[src/rtl/dirq_pkg.sv]
package dirq_pkg;

    localparam int NUM_LINES = 32;
    localparam int ADDR_W    = 6;
    localparam int BANK_BIT  = 5;
    localparam int SYNC_DEPTH = 2;

    typedef enum logic [2:0] {
        RSEL_SRC  = 3'd0,
        RSEL_MASK = 3'd1,
        RSEL_CLR  = 3'd2,
        RSEL_MODE = 3'd3,
        RSEL_POL  = 3'd4,
        RSEL_STAT = 3'd5
    } rsel_e;

    typedef struct packed {
        logic mask;
        logic mode;
        logic pol;
        logic clr;
    } bank_we_t;

    function automatic logic [2:0] reg_of(input logic [ADDR_W-1:0] a);
        return a[4:2];
    endfunction

    function automatic bank_we_t decode_we(input logic wr_hit, input logic [2:0] r);
        bank_we_t w;
        w.mask = wr_hit && (r == RSEL_MASK);
        w.mode = wr_hit && (r == RSEL_MODE);
        w.pol  = wr_hit && (r == RSEL_POL);
        w.clr  = wr_hit && (r == RSEL_CLR);
        return w;
    endfunction

endpackage

[src/rtl/dirq_sync.sv]
module dirq_sync #(
    parameter int W      = 32,
    parameter int STAGES = 2
) (
    input  logic         clk,
    input  logic         rst,
    input  logic [W-1:0] d,
    output logic [W-1:0] q,
    output logic [W-1:0] q_prev
);
    logic [W-1:0] chain [STAGES];
    logic [W-1:0] prev_q;

    always_ff @(posedge clk) begin
        if (rst) begin
            for (int s = 0; s < STAGES; s++) chain[s] <= '0;
            prev_q <= '0;
        end else begin
            chain[0] <= d;
            for (int s = 1; s < STAGES; s++) chain[s] <= chain[s-1];
            prev_q <= chain[STAGES-1];
        end
    end

    assign q      = chain[STAGES-1];
    assign q_prev = prev_q;
endmodule

[src/rtl/dirq_bank.sv]
module dirq_bank
    import dirq_pkg::*;
#(
    parameter int W = 32
) (
    input  logic         clk,
    input  logic         rst,
    input  logic [W-1:0] cur,
    input  logic [W-1:0] prv,
    input  bank_we_t     we,
    input  logic [W-1:0] wdata,
    output logic [W-1:0] mask_q,
    output logic [W-1:0] mode_q,
    output logic [W-1:0] pol_q,
    output logic [W-1:0] src,
    output logic [W-1:0] status,
    output logic [W-1:0] pend_e,
    output logic [W-1:0] hit,
    output logic         req
);
    logic [W-1:0] clr;
    logic [W-1:0] pend;

    always_ff @(posedge clk) begin
        if (rst) begin
            mask_q <= '0;
            mode_q <= '0;
            pol_q  <= '0;
        end else begin
            if (we.mask) mask_q <= wdata;
            if (we.mode) mode_q <= wdata;
            if (we.pol)  pol_q  <= wdata;
        end
    end

    assign clr = we.clr ? wdata : '0;
    assign src = cur ^ pol_q;

    for (genvar i = 0; i < W; i++) begin : g_line
        logic rise, fall, pe_q;
        assign rise   = cur[i] & ~prv[i];
        assign fall   = ~cur[i] & prv[i];
        assign hit[i] = mode_q[i] & (pol_q[i] ? fall : rise);

        always_ff @(posedge clk) begin
            if (rst || !mode_q[i]) pe_q <= 1'b0;
            else                   pe_q <= hit[i] | (pe_q & ~clr[i]);
        end
        assign pend_e[i] = pe_q;
    end

    assign pend   = (mode_q & pend_e) | (~mode_q & src);
    assign status = pend & mask_q;

    always_ff @(posedge clk) begin
        if (rst) req <= 1'b0;
        else     req <= |status;
    end
endmodule

[src/rtl/dual_irq_ctrl.sv]
module dual_irq_ctrl
    import dirq_pkg::*;
#(
    parameter int N = NUM_LINES
) (
    input  logic              clk,
    input  logic              rst,
    input  logic [N-1:0]      irq_in,
    input  logic              bus_sel,
    input  logic              bus_wr,
    input  logic [ADDR_W-1:0] bus_addr,
    input  logic [N-1:0]      bus_wdata,
    output logic [N-1:0]      bus_rdata,
    output logic              irq_o,
    output logic              fiq_o
);
    logic [N-1:0] cur, prv;
    logic [2:0]   rsel;
    logic         wr_hit;
    bank_we_t     we_n, we_f;

    logic [N-1:0] n_mask, n_mode, n_pol, n_src, n_stat, n_pe, n_hit;
    logic [N-1:0] f_mask, f_mode, f_pol, f_src, f_stat, f_pe, f_hit;
    logic [N-1:0] sel_mask, sel_mode, sel_pol, sel_src, sel_stat;

    dirq_sync #(.W(N), .STAGES(SYNC_DEPTH)) u_sync (
        .clk(clk), .rst(rst), .d(irq_in), .q(cur), .q_prev(prv)
    );

    assign rsel   = reg_of(bus_addr);
    assign wr_hit = bus_sel && bus_wr;
    assign we_n   = decode_we(wr_hit && !bus_addr[BANK_BIT], rsel);
    assign we_f   = decode_we(wr_hit &&  bus_addr[BANK_BIT], rsel);

    dirq_bank #(.W(N)) u_nbank (
        .clk(clk), .rst(rst), .cur(cur), .prv(prv), .we(we_n), .wdata(bus_wdata),
        .mask_q(n_mask), .mode_q(n_mode), .pol_q(n_pol), .src(n_src),
        .status(n_stat), .pend_e(n_pe), .hit(n_hit), .req(irq_o)
    );

    dirq_bank #(.W(N)) u_fbank (
        .clk(clk), .rst(rst), .cur(cur), .prv(prv), .we(we_f), .wdata(bus_wdata),
        .mask_q(f_mask), .mode_q(f_mode), .pol_q(f_pol), .src(f_src),
        .status(f_stat), .pend_e(f_pe), .hit(f_hit), .req(fiq_o)
    );

    assign sel_mask = bus_addr[BANK_BIT] ? f_mask : n_mask;
    assign sel_mode = bus_addr[BANK_BIT] ? f_mode : n_mode;
    assign sel_pol  = bus_addr[BANK_BIT] ? f_pol  : n_pol;
    assign sel_src  = bus_addr[BANK_BIT] ? f_src  : n_src;
    assign sel_stat = bus_addr[BANK_BIT] ? f_stat : n_stat;

    always_comb begin
        case (rsel)
            RSEL_SRC:  bus_rdata = sel_src;
            RSEL_MASK: bus_rdata = sel_mask;
            RSEL_MODE: bus_rdata = sel_mode;
            RSEL_POL:  bus_rdata = sel_pol;
            RSEL_STAT: bus_rdata = sel_stat;
            default:   bus_rdata = '0;
        endcase
    end
endmodule

[config.mk]
export PLATFORM = sky130hd
export DESIGN_NAME = dual_irq_ctrl
export DESIGN_NICKNAME = d
export VERILOG_FILES = /design/src/rtl/dirq_pkg.sv /design/src/rtl/dirq_sync.sv /design/src/rtl/dirq_bank.sv /design/src/rtl/dual_irq_ctrl.sv
export SDC_FILE = /design/constraint.sdc
export NUM_CORES = 1
export LEC_CHECK = 0
export BUFFER_PORTS_ARGS = -buffer_cell sky130_fd_sc_hd__buf_2
export CAP_MARGIN = 25
export CELL_PAD_IN_SITES_DETAIL_PLACEMENT = 1
export CELL_PAD_IN_SITES_GLOBAL_PLACEMENT = 1
export CORE_UTILIZATION = 40
export DETAILED_ROUTE_END_ITERATION = 8
export PLACE_DENSITY = 0.75
export SYNTH_ARGS = -nofsm -noshare
export SYNTH_HDL_FRONTEND = slang
export SYNTH_HIERARCHICAL = 1
export SYNTH_SLANG_ARGS = --single-unit
[constraint.sdc]
create_clock -name clk -period 3.08 [get_ports clk]
set_clock_uncertainty 0.1 [all_clocks]
set_input_delay 0.154 -clock clk [delete_from_list [all_inputs] [get_ports clk]]
set_output_delay 0.154 -clock clk [all_outputs]
set_load 0.005 [all_outputs]
[Word-level counts from Yosys, hierarchy flattened]
Memories as Yosys holds them, arrays and structs flattened.
Cells that the tools add are included.
Cells by class
  $add $sub $neg: 0
  $mul: 0
  div/mod/pow operators: 0
  $lt $le $gt $ge: 0
  equal/unequal tests: 5
  shift-type cells: 0
  multiplexer cells: 77
  bitwise operators: 398
  reductions and logical operators: 143
Operators by type and width (count)
  $mux W32: 9
  $and A1 B1 Y1: 192
  $and A32 B32 Y32: 6
  $pmux W32 S5: 1
  $not A1 Y1: 128
  $mux W1: 67
  $or A1 B1 Y1: 66
  $logic_not A1 Y1: 65
  $logic_or A1 B1 Y1: 64
  $not A32 Y32: 2
  $or A32 B32 Y32: 2
  $reduce_or A32 Y1: 2
  $xor A32 B32 Y32: 2
  $logic_and A1 B1 Y1: 11
  $eq A3 B2 Y1 const B: 2
  $eq A3 B3 Y1 const B: 2
  $eq A3 B1 Y1 const B: 1
  $logic_not A3 Y1: 1
Storage, ports and cells
  flip-flop bits (word level): 290
  bits in latches: 0
  RAM bits: 64
  memory bits (read-only): 0
  input port bits: 74
  output and inout bits: 34
  word-level logic and storage cells: 697
  memories kept: 1
Memory list
  u_sync.chain: depth 2, width 32, read ports 2, clocked after Yosys merged registers in 0, wr ports 2, RTL line dirq_sync.sv:11  | logic [W-1:0] chain [STAGES];

[Depth between registers and ports, before layout]
  word-level depth: 7
  depth in mapped cells: 9
  mapped depth without buffers: 6

[By module]
The synthesis kept the hierarchy.
Modules (own cells, without submodules)
  dirq_bank: instances 2, cells each 713, area an instance 6388.6 um2, sequential area each 2582.5 um2
  dirq_sync: instances 1, cells each 234, area an instance 2840.2 um2, sequential area each 1921.8 um2
  dual_irq_ctrl: instances 1, cells each 343, area an instance 2652.5 um2, sequential area each 0.0 um2

[Least setup slack after synthesis]
OpenSTA, ideal clock, no wires.
  path type: input-to-reg
  start point: input bus_addr[3]
  end point: register u_nbank.pol_q[13]
  library setup time: 0.128 ns
  arrival: 1.790 ns
  data required time: 2.852 ns
  setup slack: 1.062 ns
  stages: 9
  buffers on the path: 5
  path through: buf_6 > or3b_1 > buf_6 > buf_8 > nor3_1 > clkbuf_1 > buf_2 > mux2i_1 > nor2_1
RTL lines
  start, declared: RTL line dual_irq_ctrl.sv:11  | input logic [ADDR_W-1:0] bus_addr,
  end signal, assigned: RTL line dirq_bank.sv:32  | if (we.pol) pol_q <= wdata;
  end, declared: RTL line dirq_bank.sv:14  | output logic [W-1:0] pol_q,

==> flow_summary.toml <==
[status]
status = "finished clean"

[synthesis]
syn_avg_cell_area_um2 = 9.175
netlist_area_um2 = 17790
yosys_warnings = 6
syn_inst = 1939
syn_nets = 2013

[floorplan]
initial_core_util = 0.4094
placementRows = 76
boundaryPins = 108
die_w_um = 212.9
core_um2 = 43460
die-area_um2 = 45320
die_h_um = 212.9

[global_routing]
grt_max_degree = 110
grtUsageTotal = 0.2279
grt_pass1_vias = 14890
gr-total-overflow = 0
antenna_found_initial = 3
grt_pass1_wl_um = 81100

[critical_path]
crit_type = "flop to primary output"
crit_arrival_ns = 2.33
path_cells = "xor2_1, o211a_1, mux2i_1, o22ai_1, or3_1, buf_2"
max_stage_delay_ns = 0.47
crit_path_start = "u_sync/chain[0][36]"
critPathBufInv = 1
reg2reg_depth = 5
cp-start-kind = "flop"
cp.depth = 6
critPathCaptureType = "primary output"
cp_slowest_cell = "dfxtp_1"
crit_required_ns = 2.83
r2r-start = "u_sync/chain[0][53]"
worst-path-max-fanout = 7
crit_family = "flip-flops"

[power_and_ir_drop]
total_power_w = 0.01031
internal_power_w = 0.007860
seq_power_share = 0.458
cellPowerDensity_nw_per_um2 = 498.3
comb_power_share = 0.065
power_frac_clock = 0.477
switching_share = 0.2378
p_leak_nw = 8.780
ir_drop_mv = 0.3232
power.switching_w = 0.002453

[cts]
cts-htree-levels = 2
cts_tree = "built"
path_clk_slew_ns = 0.06
cts_buffers = 40
clk_latency_ns = 0.58
cts.sinks = 354
cts_root_buffer = "clkbuf_16"
cts_resized = 0
clock_path_buffers = 3

[flow_run]
maxCapViolations = 0

[timing]
fmax_mhz = 387.6
rsz0062_at_grt = "false"
worstMarginPinSlew_ns = 0.7346
fin_tns_setup_ns = 0
setup_violations = 0
finalHoldViolCount = 0
slew_headroom = 0.5103
period_needed_ns = 2.580
slew_viol_final = 0
period_share = 0.8377

[final_layout]
final_common_cell = "dfxtp_1"
final_cell_mix = "dfxtp_1, mux2i_1, nor2_1, nand2_1, o22ai_1"
n_fill_cell = 4994
final_cell_area_um2 = 20700
finalNetCount = 2117
drive_gt1_frac = 0.1019
area_growth_pct = 16.34

[drt]
drcViolationCount = 0
via_per_inst = 5.414
postRouteAntennaNets = 0
wl_um = 51400
wire_per_inst_um = 19.35
vias = 14380
drtPass1Iterations = 4
first_iter_violations = 574

[place]
dpl_cell_area_um2 = 18700
dp_hpwl_um = 31020
port_buffers = 105
gp_congestion = 0.8007

[worst_hold_path]
min_path_cells = 3
hold_class = "input pin to flop"
hp-start = "irq_in[30]"
[worst reg2reg max path, cell delays in order, from the launching register on]
cell	delay, ns
dfxtp_1	0.45
xor2_1	0.15
o211a_1	0.29
nor4_1	0.60
nand4_1	0.31
o21ba_1	0.24
[power groups by stage]
stage / clock network [W] / logic, W / registers [W]
after floorplan: 0 / 0.000421 / 0.00478
after global placement: 0 / 0.000580 / 0.00482
after detailed placement: 0 / 0.000597 / 0.00482
after CTS: 0.00505 / 0.000666 / 0.00472
after global routing: 0.00521 / 0.000718 / 0.00473
final: 0.00492 / 0.000666 / 0.00472
[stage by stage]
stage	util	cells	setup WS, ns	hold slack (ns)
detailed placement	0.4302	2521	0.8459	0.2698
floorplan	-	1939	1.062	0.1822
global placement	0.4302	2521	0.8954	0.2598
finish	0.4762	2656	0.5000	0.2263
CTS	0.4762	2655	0.5075	0.1894
global route	0.4762	2656	0.3970	0.2464
[metal layers]
layer / vias up / global-route usage / wire [um]
met5: - / 0 / 13
met4: 2 / 0.07765 / 1319
met3: 92 / 0.04015 / 2322
met2: 271 / 0.3809 / 24200
met1: 7093 / 0.2946 / 23540
li1: 6921 / - / -
[layout make-up]
cell class / instances / area (um2) / area share
Inverter: 1 / 3.754 / 0.0001814
Clock buffer: 48 / 1081 / 0.05223
Sequential cell: 354 / 7087 / 0.3424
Timing Repair Buffer: 199 / 1563 / 0.07551
Antenna cell: 1 / 2.502 / 0.0001209
Multi-Input combinational cell: 1447 / 9961 / 0.4813
Clock inverter: 21 / 266.5 / 0.01288
Tap cell: 585 / 732.0 / 0.03537
[final timing paths]
kind | endpoint | slack, ns
min | u_sync/chain[0][30] | 0.23
max | bus_rdata[4] | 0.50
min reg2reg | u_sync/chain[0][54] | 0.34
max reg2reg | u_fbank/req | 0.84
[sequential cells by signal, indices dropped and copies added, names as in the netlist]
| register | count |
|---|---|
| u_sync/chain | 64 |
| u_fbank/g_line.pe_q | 32 |
| u_fbank/mask_q | 32 |
| u_fbank/mode_q | 32 |
| u_fbank/pol_q | 32 |
| u_nbank/g_line.pe_q | 32 |
| u_nbank/mask_q | 32 |
| u_nbank/mode_q | 32 |
| u_nbank/pol_q | 32 |
| u_sync/q_prev | 32 |
| u_fbank/req | 1 |
| u_nbank/req | 1 |
[repair_timing]
action | CTS | global route
setup endpoints to repair | 0 | 0
hold buffers | 65 | 0
buffers inserted | 0 | 0
hold endpoints to repair | 282 | 0
Note: power is estimated with default switching activity, not from simulation.
